**config.mk**
```make
export PLATFORM = sky130hd
export DESIGN_NAME = ac97_tx_tagger
export DESIGN_NICKNAME = d
export VERILOG_FILES = /design/src/rtl/ac97tx_pkg.sv /design/src/rtl/ac97tx_slot_fifo.sv /design/src/rtl/ac97tx_valid_sel.sv /design/src/rtl/ac97tx_slot_mux.sv /design/src/rtl/ac97_tx_tagger.sv
export SDC_FILE = /design/constraint.sdc
export NUM_CORES = 1
export LEC_CHECK = 0
export ABC_CLOCK_PERIOD_IN_PS = 5610
export BUFFER_PORTS_ARGS = -buffer_cell sky130_fd_sc_hd__buf_2
export CAP_MARGIN = 20
export CELL_PAD_IN_SITES_DETAIL_PLACEMENT = 0
export CELL_PAD_IN_SITES_GLOBAL_PLACEMENT = 1
export CORE_UTILIZATION = 30
export CTS_BUF_LIST = sky130_fd_sc_hd__clkbuf_16
export DETAILED_ROUTE_END_ITERATION = 8
export GPL_ROUTABILITY_DRIVEN = 0
export PLACE_DENSITY_LB_ADDON = 0.25
export SETUP_SLACK_MARGIN = 0.1
export SYNTH_ARGS = -nofsm -noshare
export SYNTH_HDL_FRONTEND = slang
export SYNTH_HIERARCHICAL = 1
export SYNTH_SLANG_ARGS = --single-unit
```
**constraint.sdc**
```tcl
create_clock -name clk -period 5.61 [get_ports clk]
set_input_delay 0.8415 -clock clk [delete_from_list [all_inputs] [get_ports clk]]
set_output_delay 0.8415 -clock clk [all_outputs]
set_load 0.01 [all_outputs]
```
**src/rtl/ac97tx_pkg.sv**
```systemverilog
package ac97tx_pkg;
  localparam int NSLOT = 12;          // payload slots 1..12
  localparam int NREQ  = NSLOT - 2;   // slots 3..12 with selectable flags
  localparam int TAG_W = 16;
  localparam int IDX_W = 4;

  // flags v[i] belong to slot i+1; slot s lands on bit 15-s
  function automatic logic [TAG_W-1:0] pack_tag(input logic [NSLOT-1:0] v);
    logic [TAG_W-1:0] t;
    t = '0;
    for (int i = 0; i < NSLOT; i++) t[TAG_W-2-i] = v[i];
    t[TAG_W-1] = |v;
    return t;
  endfunction
endpackage

```
**src/rtl/ac97tx_slot_fifo.sv**
```systemverilog
module ac97tx_slot_fifo #(
  parameter int W     = 20,
  parameter int DEPTH = 4
) (
  input  logic         clk,
  input  logic         rst,
  input  logic         push,
  input  logic [W-1:0] din,
  input  logic         pop,
  output logic [W-1:0] head,
  output logic         empty,
  output logic         full,
  output logic         half_free
);
  localparam int AW   = (DEPTH > 1) ? $clog2(DEPTH) : 1;
  localparam int CW   = $clog2(DEPTH + 1);
  localparam int HALF = DEPTH / 2;

  logic [W-1:0]  mem [DEPTH];
  logic [AW-1:0] wr_ptr, rd_ptr;
  logic [CW-1:0] cnt;
  logic          do_push, do_pop;

  assign empty     = (cnt == '0);
  assign full      = (cnt == CW'(DEPTH));
  assign half_free = (cnt <= CW'(HALF));
  assign do_push   = push && !full;
  assign do_pop    = pop && !empty;
  assign head      = mem[rd_ptr];

  always_ff @(posedge clk) begin
    if (do_push) mem[wr_ptr] <= din;
  end

  always_ff @(posedge clk) begin
    if (rst) begin
      wr_ptr <= '0;
      rd_ptr <= '0;
      cnt    <= '0;
    end else begin
      if (do_push) wr_ptr <= (wr_ptr == AW'(DEPTH - 1)) ? '0 : wr_ptr + 1'b1;
      if (do_pop)  rd_ptr <= (rd_ptr == AW'(DEPTH - 1)) ? '0 : rd_ptr + 1'b1;
      case ({do_push, do_pop})
        2'b10:   cnt <= cnt + 1'b1;
        2'b01:   cnt <= cnt - 1'b1;
        default: cnt <= cnt;
      endcase
    end
  end
endmodule

```
**src/rtl/ac97tx_valid_sel.sv**
```systemverilog
module ac97tx_valid_sel
  import ac97tx_pkg::*;
(
  input  logic             clk,
  input  logic             rst,
  input  logic             ver_new,
  input  logic [NREQ-1:0]  tag_reg,
  input  logic [NREQ-1:0]  rx_req,
  input  logic             rx_frame_end,
  input  logic             frame_sync,
  input  logic             cmd_addr_avail,
  input  logic             cmd_data_avail,
  output logic [NSLOT-1:0] vflag,
  output logic [TAG_W-1:0] tag_word
);
  logic [NREQ-1:0]  req_q;
  logic [NREQ-1:0]  data_flags;
  logic [NSLOT-1:0] next_flags;

  always_comb begin
    data_flags = ver_new ? req_q : tag_reg;
    next_flags = {data_flags, cmd_data_avail, cmd_addr_avail};
  end

  always_ff @(posedge clk) begin
    if (rst) begin
      req_q    <= '0;
      vflag    <= '0;
      tag_word <= '0;
    end else begin
      if (rx_frame_end) req_q <= rx_req;
      if (frame_sync) begin
        vflag    <= next_flags;
        tag_word <= pack_tag(next_flags);
      end
    end
  end
endmodule

```
**src/rtl/ac97tx_slot_mux.sv**
```systemverilog
module ac97tx_slot_mux #(
  parameter int W  = 20,
  parameter int NS = 12,
  parameter int IW = 4
) (
  input  logic            clk,
  input  logic            rst,
  input  logic            slot_req,
  input  logic [IW-1:0]   slot_idx,
  input  logic [NS-1:0]   vflag,
  input  logic [NS*W-1:0] heads,
  input  logic [NS-1:0]   empty,
  output logic [NS-1:0]   pop,
  output logic [W-1:0]    slot_data
);
  logic [W-1:0] nxt;

  for (genvar g = 0; g < NS; g++) begin : g_pop
    assign pop[g] = slot_req && (slot_idx == IW'(g + 1)) && vflag[g] && !empty[g];
  end

  always_comb begin
    nxt = '0;
    for (int i = 0; i < NS; i++)
      if (pop[i]) nxt = nxt | heads[i*W +: W];
  end

  always_ff @(posedge clk) begin
    if (rst)           slot_data <= '0;
    else if (slot_req) slot_data <= nxt;
  end
endmodule

```
**src/rtl/ac97_tx_tagger.sv**
```systemverilog
module ac97_tx_tagger
  import ac97tx_pkg::*;
#(
  parameter int SLOT_W     = 20,
  parameter int FIFO_DEPTH = 4
) (
  input  logic              clk,
  input  logic              rst,
  input  logic              ver_new,
  input  logic [9:0]        tag_reg,
  input  logic [9:0]        rx_slot_req,
  input  logic              rx_frame_end,
  input  logic              frame_sync,
  input  logic              wr_valid,
  input  logic [3:0]        wr_slot,
  input  logic [SLOT_W-1:0] wr_data,
  input  logic              slot_req,
  input  logic [3:0]        slot_idx,
  output logic [15:0]       tag_word,
  output logic [SLOT_W-1:0] slot_data,
  output logic [11:0]       fifo_empty,
  output logic [11:0]       fifo_full,
  output logic [11:0]       blk_free
);
  logic [NSLOT-1:0]        vflag;
  logic [NSLOT-1:0]        pop;
  logic [NSLOT*SLOT_W-1:0] heads;

  for (genvar g = 0; g < NSLOT; g++) begin : g_fifo
    logic push_g;
    assign push_g = wr_valid && (wr_slot == IDX_W'(g + 1));
    ac97tx_slot_fifo #(.W(SLOT_W), .DEPTH(FIFO_DEPTH)) u_fifo (
      .clk       (clk),
      .rst       (rst),
      .push      (push_g),
      .din       (wr_data),
      .pop       (pop[g]),
      .head      (heads[g*SLOT_W +: SLOT_W]),
      .empty     (fifo_empty[g]),
      .full      (fifo_full[g]),
      .half_free (blk_free[g])
    );
  end

  ac97tx_valid_sel u_vsel (
    .clk            (clk),
    .rst            (rst),
    .ver_new        (ver_new),
    .tag_reg        (tag_reg),
    .rx_req         (rx_slot_req),
    .rx_frame_end   (rx_frame_end),
    .frame_sync     (frame_sync),
    .cmd_addr_avail (!fifo_empty[0]),
    .cmd_data_avail (!fifo_empty[1]),
    .vflag          (vflag),
    .tag_word       (tag_word)
  );

  ac97tx_slot_mux #(.W(SLOT_W), .NS(NSLOT), .IW(IDX_W)) u_mux (
    .clk       (clk),
    .rst       (rst),
    .slot_req  (slot_req),
    .slot_idx  (slot_idx),
    .vflag     (vflag),
    .heads     (heads),
    .empty     (fifo_empty),
    .pop       (pop),
    .slot_data (slot_data)
  );
endmodule

```
==> results.yml <==
clocking:
  numCtsBuffers: 116
  cts.path.max_buffers: 3
  cts_tree: "yes"
  cts_root_buf: "clkbuf_16"
  cts_setup_buffers: 0
  cts_resized: 0
  hold_buffers: 0
  path_clk_slew_ps: 60
  h-tree-depth: 3
  cts.sinks: 1111
  clock_latency_ps: 720
synthesis:
  yosys_register_bits: 1111
  synth_commonest_cells: "960 x edfxtp_1, 240 x mux4_2, 151 x dfxtp_1"
  ys_seq_area_frac: 0.7203
  synth_top_area_cell: "edfxtp_1"
  synth_top_area_share: 0.6520
  netlist_area_um2: 44220
  synth_edf_count: 960
  synthCells: 2372
  ys_warn_count: 6
  synthFlopType: "edfxtp_1"
  synthArstFlopShare: 0
  synthTopCellsByArea: "edfxtp_1 65%, mux4_2 12%, dfxtp_1 6.8%, ha_1 2.0%, a22oi_1 1.1%"
  synth.avg_cell_area_um2: 18.64
  synthDistinctLibCells: 71
  yosysMostFrequentCell: "edfxtp_1"
die:
  die_y_um: 385.9
  pin_count: 127
  die_area_um2: 148900
  die_x_um: 385.9
  start_util: 0.3030
  fp-row-count: 140
  core_um2: 145900
sta:
  final-hold-violation-count: 0
  worst_clock_skew_ps: 30.62
  finalSetupTns_ps: 0
  min_period_over_period: 0.6754
  rsz0062_at_grt: "no"
  period_needed_ps: 3789
  setup_viol: 0
  slew_violations: 0
  tightest_slew_ps: 1240
  max_freq_ghz: 0.2639
  slew_headroom: 0.1691
final_layout:
  drive_above_1_share: 0.2594
  nets: 2718
  utilization: 0.3509
  area_growth_pct: 15.80
drt:
  vias: 23370
  antenna_left: 0
  viasPerCell: 5.085
  drc: 0
  wl_mm: 126.7
  drt_first_pass_iters: 6
  wl_per_cell_um: 27.58
  drt_iter0_drc: 2359
setup_path:
  cp-startpoint: "slot_idx[3]"
  timing.rr.start: "g_fifo[5].u_fifo/cnt[0]"
  endpoint_kind: "flop"
  path_class: "input port to flop"
  path_max_fanout: 13
  critPathArrivalTime_ps: 4420
  cp-start-kind: "input port"
  required_ps: 6240
global_route:
  grt_max_degree: 90
  antenna_found_initial: 14
  overflow: 0
  grt_pass1_wl_mm: 178.9
  grt_usage: 0.1701
  grt_pass1_vias: 23770
power_and_ir_drop:
  p_leak_nw: 16.58
  power_density_nw_per_um2: 327.5
  vdd_drop_max_uv: 248.3
status:
  status: "completed"
placement:
  dpl.hpwl_mm: 82.46
  io_buffer_count: 123
hold_path:
  worstHoldStart: "rx_slot_req[4]"
  hold_path_class: "input port to flop"
flow_run:
  maxCapViolCount: 0
==> worst paths after layout <==
path | cells past startpoint | end | slack [ps]
max | 11 | g_fifo[5].u_fifo/cnt[2] | 1820
min | 3 | u_vsel/req_q[4] | 360
max reg2reg | 12 | g_fifo[5].u_fifo/cnt[2] | 1920
min reg2reg | 2 | flop | 490
==> placed cells by master, fill, tap and decap left out, types with 14 or more instances in the layout <==
master	count
edfxtp_1	960
mux4_2	240
dfxtp_1	151
inv_1	132
nor2_1	123
buf_2	122
clkbuf_16	120
ha_1	72
a21oi_1	71
buf_4	65
a22oi_1	65
nand3_1	42
nand2_1	34
mux2i_1	34
clkinv_1	30
nor3_1	27
and3_1	27
and3_2	24
xor2_1	24
clkinv_2	16
a211oi_1	15
o21ai_0	14
==> layout make-up <==
type / instances / area (µm²)
fillers: 13580 / 94710
diodes: 3 / 7.507
clock inverters: 95 / 614.3
flip-flops and latches: 1111 / 31850
multi-input cells: 1034 / 11300
inverters: 102 / 382.9
clock buffers: 119 / 2978
well taps: 1917 / 2399
repair buffers: 214 / 1675
==> sequential cells by signal, indices dropped and copies added (netlist names), named ones only <==
signal                count
g_fifo.u_fifo/cnt        36
g_fifo.u_fifo/mem       960
g_fifo.u_fifo/rd_ptr     24
g_fifo.u_fifo/wr_ptr     24
u_mux/slot_data          20
u_vsel/req_q             10
u_vsel/tag_word           2
u_vsel/vflag             11
==> metal layers <==
layer	share of wire	up-vias	track usage	wire length, µm
met5	0.00033	-	0	42
met4	0.021	6	0.04311	2609
met3	0.062	150	0.02934	7855
met2	0.49	767	0.2808	61910
met1	0.43	12510	0.2315	54320
li1	-	9938	-	-
==> through the flow <==
stage	area, µm²	hold WS (ps)	power [mW]	instances	setup WS [ps]
finish	51200	364.1	16.77	4595	1821
global route	51200	351.7	17.25	4593	1711
CTS	50780	310.2	16.94	4572	1912
detailed placement	47190	484.7	9.625	4358	1121
global placement	47030	474.0	9.607	4351	1250
floorplan	44220	460.1	9.348	2374	2405
==> power breakdown <==
| group | switching [mW] | total, mW | internal [mW] |
|---|---|---|---|
| Sequential | 0.0382 | 9.05 | 9.01 |
| Combinational | 0.300 | 0.405 | 0.105 |
| Clock | 3.18 | 7.32 | 4.13 |
==> cell families after synthesis <==
group	share of synthesized area
AO/OA/AOI/OAI	0.04346
flip-flops	0.7203
XOR/XNOR	0.004754
AND/OR/NAND/NOR	0.05054
other	0.00008481
buffers and inverters	0.02510
adder cells (fa/ha/maj)	0.02581
multiplexers	0.1299
==> critical path, cell delays in order <==
cell and delay [ps]:
buf_2 200, nand3b_1 660, nor2b_1 900, o31ai_1 300, inv_1 120, ha_1 200
inv_1 70, fa_1 370, xor2_1 150, or3_2 410, a21oi_1 170
(Power assumes the default switching activity.)
